--- src/rtl/fstrm_pkg.sv ---
package fstrm_pkg;
  typedef enum logic [1:0] {
    SEL_ADDR  = 2'd0,
    SEL_COUNT = 2'd1,
    SEL_DATA  = 2'd2,
    SEL_NONE  = 2'd3
  } reg_sel_e;
endpackage

--- src/rtl/fstrm_rst_sync.sv ---
module fstrm_rst_sync #(
  parameter int STAGES = 2
) (
  input  logic clk,
  input  logic arst_n,
  output logic srst_n
);
  logic [STAGES-1:0] sync_q;

  always_ff @(posedge clk or negedge arst_n) begin
    if (!arst_n) sync_q <= '0;
    else         sync_q <= {sync_q[STAGES-2:0], 1'b1};
  end

  assign srst_n = sync_q[STAGES-1];
endmodule

--- src/rtl/fstrm_fifo.sv ---
module fstrm_fifo #(
  parameter int W     = 32,
  parameter int DEPTH = 2,
  localparam int PTR_W = (DEPTH > 1) ? $clog2(DEPTH) : 1,
  localparam int LVL_W = $clog2(DEPTH + 1)
) (
  input  logic             clk,
  input  logic             rst_n,
  input  logic             push,
  input  logic [W-1:0]     push_data,
  input  logic             pop,
  output logic [W-1:0]     head,
  output logic [LVL_W-1:0] level,
  output logic             full,
  output logic             empty
);
  logic [PTR_W-1:0] wr_ptr_q, wr_ptr_d, rd_ptr_q, rd_ptr_d;
  logic [LVL_W-1:0] lvl_q, lvl_d;
  logic [W-1:0]     ent_data [DEPTH];

  for (genvar i = 0; i < DEPTH; i++) begin : g_ent
    logic [W-1:0] data_q;
    logic         ent_en;
    assign ent_en = push && (wr_ptr_q == PTR_W'(i));
    always_ff @(posedge clk or negedge rst_n) begin
      if (!rst_n)      data_q <= '0;
      else if (ent_en) data_q <= push_data;
    end
    assign ent_data[i] = data_q;
  end

  function automatic logic [PTR_W-1:0] ptr_inc(input logic [PTR_W-1:0] p);
    return (p == PTR_W'(DEPTH - 1)) ? '0 : p + 1'b1;
  endfunction

  always_comb begin
    wr_ptr_d = push ? ptr_inc(wr_ptr_q) : wr_ptr_q;
    rd_ptr_d = pop  ? ptr_inc(rd_ptr_q) : rd_ptr_q;
    lvl_d    = lvl_q;
    if (push && !pop)      lvl_d = lvl_q + 1'b1;
    else if (pop && !push) lvl_d = lvl_q - 1'b1;
  end

  always_ff @(posedge clk or negedge rst_n) begin
    if (!rst_n) begin
      wr_ptr_q <= '0;
      rd_ptr_q <= '0;
      lvl_q    <= '0;
    end else if (push || pop) begin
      wr_ptr_q <= wr_ptr_d;
      rd_ptr_q <= rd_ptr_d;
      lvl_q    <= lvl_d;
    end
  end

  assign head  = ent_data[rd_ptr_q];
  assign level = lvl_q;
  assign full  = (lvl_q == LVL_W'(DEPTH));
  assign empty = (lvl_q == '0);
endmodule

--- src/rtl/fstrm_ctrl.sv ---
module fstrm_ctrl #(
  parameter int REG_W = 32,
  parameter int CNT_W = 22,
  parameter int DEPTH = 2,
  localparam int WA_W  = REG_W - 2,
  localparam int LVL_W = $clog2(DEPTH + 1)
) (
  input  logic             clk,
  input  logic             rst_n,
  input  logic             wr_addr_en,
  input  logic             wr_cnt_en,
  input  logic [REG_W-1:0] wdata,
  input  logic             fl_idle,
  input  logic [LVL_W-1:0] fifo_level,
  input  logic             rsp_valid,
  input  logic             rsp_tag,
  output logic             issue,
  output logic             accept,
  output logic             epoch,
  output logic [WA_W-1:0]  word_addr,
  output logic [CNT_W-1:0] count
);
  logic [WA_W-1:0]  waddr_q, waddr_d;
  logic [CNT_W-1:0] cnt_q, cnt_d;
  logic             epoch_q, epoch_d;
  logic             infl_q, infl_d;
  logic             abort, room, reg_busy, en_waddr, en_cnt, en_infl;

  always_comb begin
    abort    = wr_cnt_en && (wdata[CNT_W-1:0] == '0);
    reg_busy = wr_addr_en || wr_cnt_en;
    room     = (fifo_level + LVL_W'(infl_q)) < LVL_W'(DEPTH);
    issue    = (cnt_q != '0) && !infl_q && fl_idle && room && !reg_busy;
    accept   = rsp_valid && infl_q && (rsp_tag == epoch_q) && !abort;

    en_waddr = wr_addr_en || issue;
    waddr_d  = wr_addr_en ? wdata[REG_W-1:2] : waddr_q + 1'b1;

    en_cnt   = wr_cnt_en || issue;
    cnt_d    = wr_cnt_en ? wdata[CNT_W-1:0] : cnt_q - 1'b1;

    epoch_d  = ~epoch_q;

    en_infl  = abort || issue || accept;
    infl_d   = issue && !abort;
  end

  always_ff @(posedge clk or negedge rst_n) begin
    if (!rst_n) begin
      waddr_q <= '0;
      cnt_q   <= '0;
      epoch_q <= 1'b0;
      infl_q  <= 1'b0;
    end else begin
      if (en_waddr) waddr_q <= waddr_d;
      if (en_cnt)   cnt_q   <= cnt_d;
      if (abort)    epoch_q <= epoch_d;
      if (en_infl)  infl_q  <= infl_d;
    end
  end

  assign epoch     = epoch_q;
  assign word_addr = waddr_q;
  assign count     = cnt_q;
endmodule

--- src/rtl/flash_stream_engine.sv ---
module flash_stream_engine #(
  parameter int REG_W      = 32,
  parameter int CNT_W      = 22,
  parameter int FIFO_DEPTH = 2
) (
  input  logic             clk,
  input  logic             rst_n,
  input  logic             reg_wr,
  input  logic             reg_rd,
  input  logic [1:0]       reg_sel,
  input  logic [REG_W-1:0] reg_wdata,
  output logic [REG_W-1:0] reg_rdata,
  input  logic             fl_idle,
  output logic             fl_req,
  output logic [REG_W-1:0] fl_addr,
  output logic             fl_tag,
  input  logic             fl_rvalid,
  input  logic [REG_W-1:0] fl_rdata,
  input  logic             fl_rtag,
  output logic             fifo_full,
  output logic             fifo_empty
);
  import fstrm_pkg::*;

  localparam int LVL_W = $clog2(FIFO_DEPTH + 1);

  logic             rst_sync_n;
  reg_sel_e         sel;
  logic             wr_addr_en, wr_cnt_en, pop, push;
  logic [LVL_W-1:0] fifo_level;
  logic [REG_W-1:0] fifo_head;
  logic [REG_W-3:0] word_addr;
  logic [CNT_W-1:0] cnt_w;

  fstrm_rst_sync #(.STAGES(2)) rst_i (
    .clk(clk), .arst_n(rst_n), .srst_n(rst_sync_n)
  );

  assign sel        = reg_sel_e'(reg_sel);
  assign wr_addr_en = reg_wr && (sel == SEL_ADDR);
  assign wr_cnt_en  = reg_wr && (sel == SEL_COUNT);
  assign pop        = reg_rd && (sel == SEL_DATA) && !fifo_empty;

  fstrm_ctrl #(.REG_W(REG_W), .CNT_W(CNT_W), .DEPTH(FIFO_DEPTH)) ctrl_i (
    .clk(clk), .rst_n(rst_sync_n),
    .wr_addr_en(wr_addr_en), .wr_cnt_en(wr_cnt_en), .wdata(reg_wdata),
    .fl_idle(fl_idle), .fifo_level(fifo_level),
    .rsp_valid(fl_rvalid), .rsp_tag(fl_rtag),
    .issue(fl_req), .accept(push), .epoch(fl_tag),
    .word_addr(word_addr), .count(cnt_w)
  );

  fstrm_fifo #(.W(REG_W), .DEPTH(FIFO_DEPTH)) fifo_i (
    .clk(clk), .rst_n(rst_sync_n),
    .push(push), .push_data(fl_rdata), .pop(pop),
    .head(fifo_head), .level(fifo_level),
    .full(fifo_full), .empty(fifo_empty)
  );

  assign fl_addr = {word_addr, 2'b00};

  always_comb begin
    unique case (sel)
      SEL_ADDR:  reg_rdata = {word_addr, 2'b00};
      SEL_COUNT: reg_rdata = {{(REG_W-CNT_W){1'b0}}, cnt_w};
      SEL_DATA:  reg_rdata = fifo_empty ? '0 : fifo_head;
      default:   reg_rdata = '0;
    endcase
  end
endmodule

--- config.mk ---
export PLATFORM = sky130hd
export DESIGN_NAME = flash_stream_engine
export DESIGN_NICKNAME = d
export VERILOG_FILES = /design/src/rtl/fstrm_pkg.sv /design/src/rtl/fstrm_rst_sync.sv /design/src/rtl/fstrm_fifo.sv /design/src/rtl/fstrm_ctrl.sv /design/src/rtl/flash_stream_engine.sv
export SDC_FILE = /design/constraint.sdc
export NUM_CORES = 1
export LEC_CHECK = 0
export BUFFER_PORTS_ARGS = -buffer_cell sky130_fd_sc_hd__buf_2
export CORE_MARGIN = 2
export CORE_UTILIZATION = 56
export CTS_CLUSTER_DIAMETER = 200
export DETAILED_ROUTE_END_ITERATION = 10
export GPL_ROUTABILITY_DRIVEN = 0
export PLACE_DENSITY = 0.81
export SYNTH_ARGS = -nofsm -noshare
export SYNTH_HDL_FRONTEND = slang
export SYNTH_SLANG_ARGS = --single-unit
--- constraint.sdc ---
create_clock -name clk -period 4.7 [get_ports clk]
set_input_delay 0.94 -clock clk [delete_from_list [all_inputs] [get_ports clk]]
set_output_delay 0.94 -clock clk [all_outputs]
set_load 0.01 [all_outputs]
==> summary.md <==
| Metric | Value |
|---|---|
| Final setup vio count | `0` |
| Worst Setup End Kind | `output port` |
| Avg Cell Area, Syn | `10.1 µm²` |
| R2r startpoint | `ctrl_i.count[0]` |
| Worst Path Max Fanout | `38` |
| Initial drt markers | `880` |
| PwrDens | `597 nW/µm²` |
| Clock Sinks | `124` |
| Leak | `3.68 nW` |
| Largest family of logic cells by synthesized area | `simple AND/OR/NAND/NOR gates` |
| Initial antenna violation count | `1` |
| FMAX | `268 MHz` |
| Die H | `117 µm` |
| Clk Latency, worst-skew pair | `430 ps` |
| Initial core utilization | `0.569` |
| Core Footprint | `12,500 µm²` |
| Slew HR | `0.356` |
| Setup TNS | `0 ps` |
| Mux share of post-synthesis cell area | `0.175` |
| First-pass GRT wire length | `31,700 µm` |
| Drt first pass iters | `6` |
| Status | `completed` |
| Min Tclk post-route | `3730 ps` |
| Die area | `13,600 µm²` |
| Row count | `41` |
| Clk slew on worst S/H paths | `60 ps` |
| Arr. time, crit path | `2790 ps` |
| Post-synthesis xor/xnor area fraction | `0.0124` |
| Cts hold-fix bufs | `0` |
| Share of cells above drive strength 1 | `0.350` |
| Root Buffer | `clkbuf_16` |
| Final Slew Violations | `0` |
| Top-Level Pins | `141` |
| Drt drc | `0` |
| Number of global-route vias before repair | `5,957` |
| Post-Syn Instances | `701` |
| Vias | `6,432` |
| Max H-tree Level | `4` |
| CTS tree | `built` |
| Worst path slowest cell | `dfrtp_1` |
| Adder-cell share of the synthesized area | `0.00706` |
| Crit Path Class | `flip-flop to output port` |
| IO buf count | `138` |
| Final nets | `899` |
| RSZ-0062 raised after global routing | `no` |
| EDFF count, synth | `0` |
| Seq/Total Area, Yosys | `0.438` |
| Postcts setup bufs | `0` |
| Slew @ Worst Pin | `966 ps` |
| Synthesized area | `7090 µm²` |
| Ys async rst share | `1.00` |
| Crit-path cells | `inv_1 > ha_1 > nor3b_2 > and4_4 > a21o_4 > inv_2 > buf_2` |
| Largest net degree at the start of global routing | `75` |
| Element type at the critical path start | `flip-flop` |
| Synth Area in Simple Gates | `0.186` |
| Fillers | `948` |
| Final hold vios | `0` |
| GRT overflow | `0` |
| Clock Skews | `7.86 ps` |
| Post-CTS sizing | `0` |
| R2R Setup Slk | `1480 ps` |
| Max incr delay on CP | `490 ps` |
| Yosys reg bits | `124` |
| Area Overhead vs Synth | `20.2%` |
| Hold WS | `282 ps` |
| Clk buf depth | `2` |
| Compound-gate portion of the synthesized area | `0.141` |
| CTS Buf Count | `17` |
| Crit share post-route | `0.793` |
| Total GRT Usage | `0.309` |
| Die X | `117 µm` |
| DR WL/cell | `20.4 µm` |
| Post-DP HPWL | `14,500 µm` |
| Netlist cell types | `69` |
| Synthesis Warnings | `0` |
| Post-route ant nets | `0` |
| Post-DR vias/cell | `6.38` |
| Worst VDD drop | `297 µV` |
| # Max-Cap Violations | `0` |
| Data required time of the worst path | `3760 ps` |
| WL final | `20,600 µm` |
| Setup crit start | `ctrl_i.count[0]` |
| Min-delay worst type | `primary input to asynchronous set/reset pin` |
| Ys flop type | `dfrtp_1` |
-- synth_stat cells, types with 4 or more instances --
| cell type | n | area share |
|---|---|---|
| buf_4 | 8 | 0.0085 |
| xnor2_1 | 6 | 0.0074 |
| o21ai_0 | 46 | 0.032 |
| o211ai_1 | 4 | 0.0042 |
| dfrtp_1 | 124 | 0.44 |
| a32oi_1 | 4 | 0.0049 |
| mux2i_1 | 23 | 0.032 |
| nor2_1 | 26 | 0.014 |
| nor4_1 | 8 | 0.0071 |
| a2bb2oi_1 | 4 | 0.0049 |
| inv_1 | 12 | 0.0064 |
| nor3_1 | 35 | 0.025 |
| ha_1 | 4 | 0.0071 |
| and4_1 | 6 | 0.0074 |
| or2_2 | 4 | 0.0035 |
| nand3_1 | 22 | 0.016 |
| nand2_1 | 73 | 0.039 |
| nor3b_1 | 5 | 0.0053 |
| mux2_2 | 87 | 0.14 |
| buf_2 | 12 | 0.0085 |
| and2_1 | 9 | 0.0079 |
| a21oi_1 | 27 | 0.019 |
| o22ai_1 | 4 | 0.0035 |
| nand4_1 | 7 | 0.0062 |
| clkbuf_1 | 24 | 0.013 |
| a221o_1 | 19 | 0.027 |
| or3_1 | 8 | 0.0071 |
| xor2_1 | 4 | 0.0049 |
| a31oi_1 | 7 | 0.0062 |
| nor2b_1 | 19 | 0.017 |
-- final timing paths --
kind	endpoint	cells after the start
setup reg to reg	ctrl_i.word_addr[5]	9
hold reg to reg	rst_i.sync_q[1]	0
hold / removal	rst_i.sync_q[1]	1
max in group asynchronous	fifo_i.g_ent[1].data_q[28]	1
min in group clk	rst_i.sync_q[1]	0
setup / recovery	fl_req	7
-- layout make-up --
class                      instances  area [µm²]  share of cell area
tap                              172         215              0.0253
multi-input combinational        518        3710               0.435
sequential                       124        3110               0.365
timing repair buffer             148         766              0.0899
antenna                            1        2.50            0.000294
clock inverter                    15         246              0.0289
inverter                          13        48.8             0.00573
clock buffer                      17         425              0.0499
-- sequential cells by signal, summed over array words and instances (netlist names) --
register / flops
rst_i.sync_q: 2
fifo_i.g_ent.data_q: 64
ctrl_i.epoch: 1
fifo_i.wr_ptr_q: 1
ctrl_i.count: 22
ctrl_i.word_addr: 30
ctrl_i.infl_q: 1
fifo_i.level: 2
fifo_i.rd_ptr_q: 1
-- layer usage --
| layer | track usage | vias up | part of all wire | wire length (µm) |
|---|---|---|---|---|
| met4 | 0.111 | 0 | 0.029 | 595 |
| met5 | 0 | - | 0 | 0 |
| met1 | 0.427 | 3160 | 0.41 | 8520 |
| li1 | - | 2837 | - | - |
| met2 | 0.478 | 381 | 0.46 | 9480 |
| met3 | 0.0752 | 54 | 0.096 | 1970 |
-- power breakdown --
part / leakage, nW / total, mW / switching [mW] / internal, mW
sequential: 1.48 / 1.99 / 0.496 / 1.50
clock: 0.315 / 1.49 / 0.501 / 0.992
combinational: 1.88 / 1.60 / 0.779 / 0.821
total: 3.68 / 5.09 / 1.78 / 3.31
-- through the flow --
stage | setup slack [ps] | instance area (µm²) | power [mW] | util | std cells
floorplan | 990 | 7090 | 2.98 | - | 702
global route | 892 | 8520 | 5.33 | 0.684 | 1008
CTS | 1060 | 8520 | 5.05 | 0.683 | 1007
global placement | 1230 | 7850 | 3.45 | 0.629 | 975
detailed placement | 1170 | 7850 | 3.55 | 0.629 | 975
finish | 972 | 8520 | 5.09 | 0.684 | 1008
-- kinds of logic after synthesis --
kind of cell | after synthesis
AND/OR/NAND/NOR | 245
AO/OA/AOI/OAI | 144
flip-flops | 124
multiplexers | 112
buffers and inverters | 60
XOR/XNOR | 10
adder cells (fa/ha/maj) | 4
other | 2
-- critical path, delay by kind of cell (launching register included) --
kind | cells | cell delay [ps]
AOI/OAI and AO/OA | 1 | 400
adders and majority gates | 1 | 220
and+or+nand+nor | 2 | 680
DFF | 1 | 490
buffers and inverters | 3 | 570
-- cells in the final DEF, fill, tap and decap left out, types with 5 or more instances in the layout --
master | synthesis | routed
nand4_1 | 7 | 7
buf_4 | 8 | 10
mux2_2 | 87 | 87
nor2_1 | 26 | 26
a21oi_1 | 27 | 27
o21ai_0 | 46 | 46
and2_1 | 9 | 9
or3_1 | 8 | 8
inv_1 | 12 | 12
xnor2_1 | 6 | 6
dfrtp_1 | 124 | 123
nand2_1 | 73 | 73
mux2i_1 | 23 | 23
and4_1 | 6 | 6
nand3_1 | 22 | 22
nor2b_1 | 19 | 19
nor3b_1 | 5 | 5
a221o_1 | 19 | 19
clkbuf_16 | 0 | 17
nor4_1 | 8 | 8
a31oi_1 | 7 | 7
nor3_1 | 35 | 35
bufinv_16 | 0 | 6
buf_2 | 12 | 138
Power figures use the tool's default switching activity.
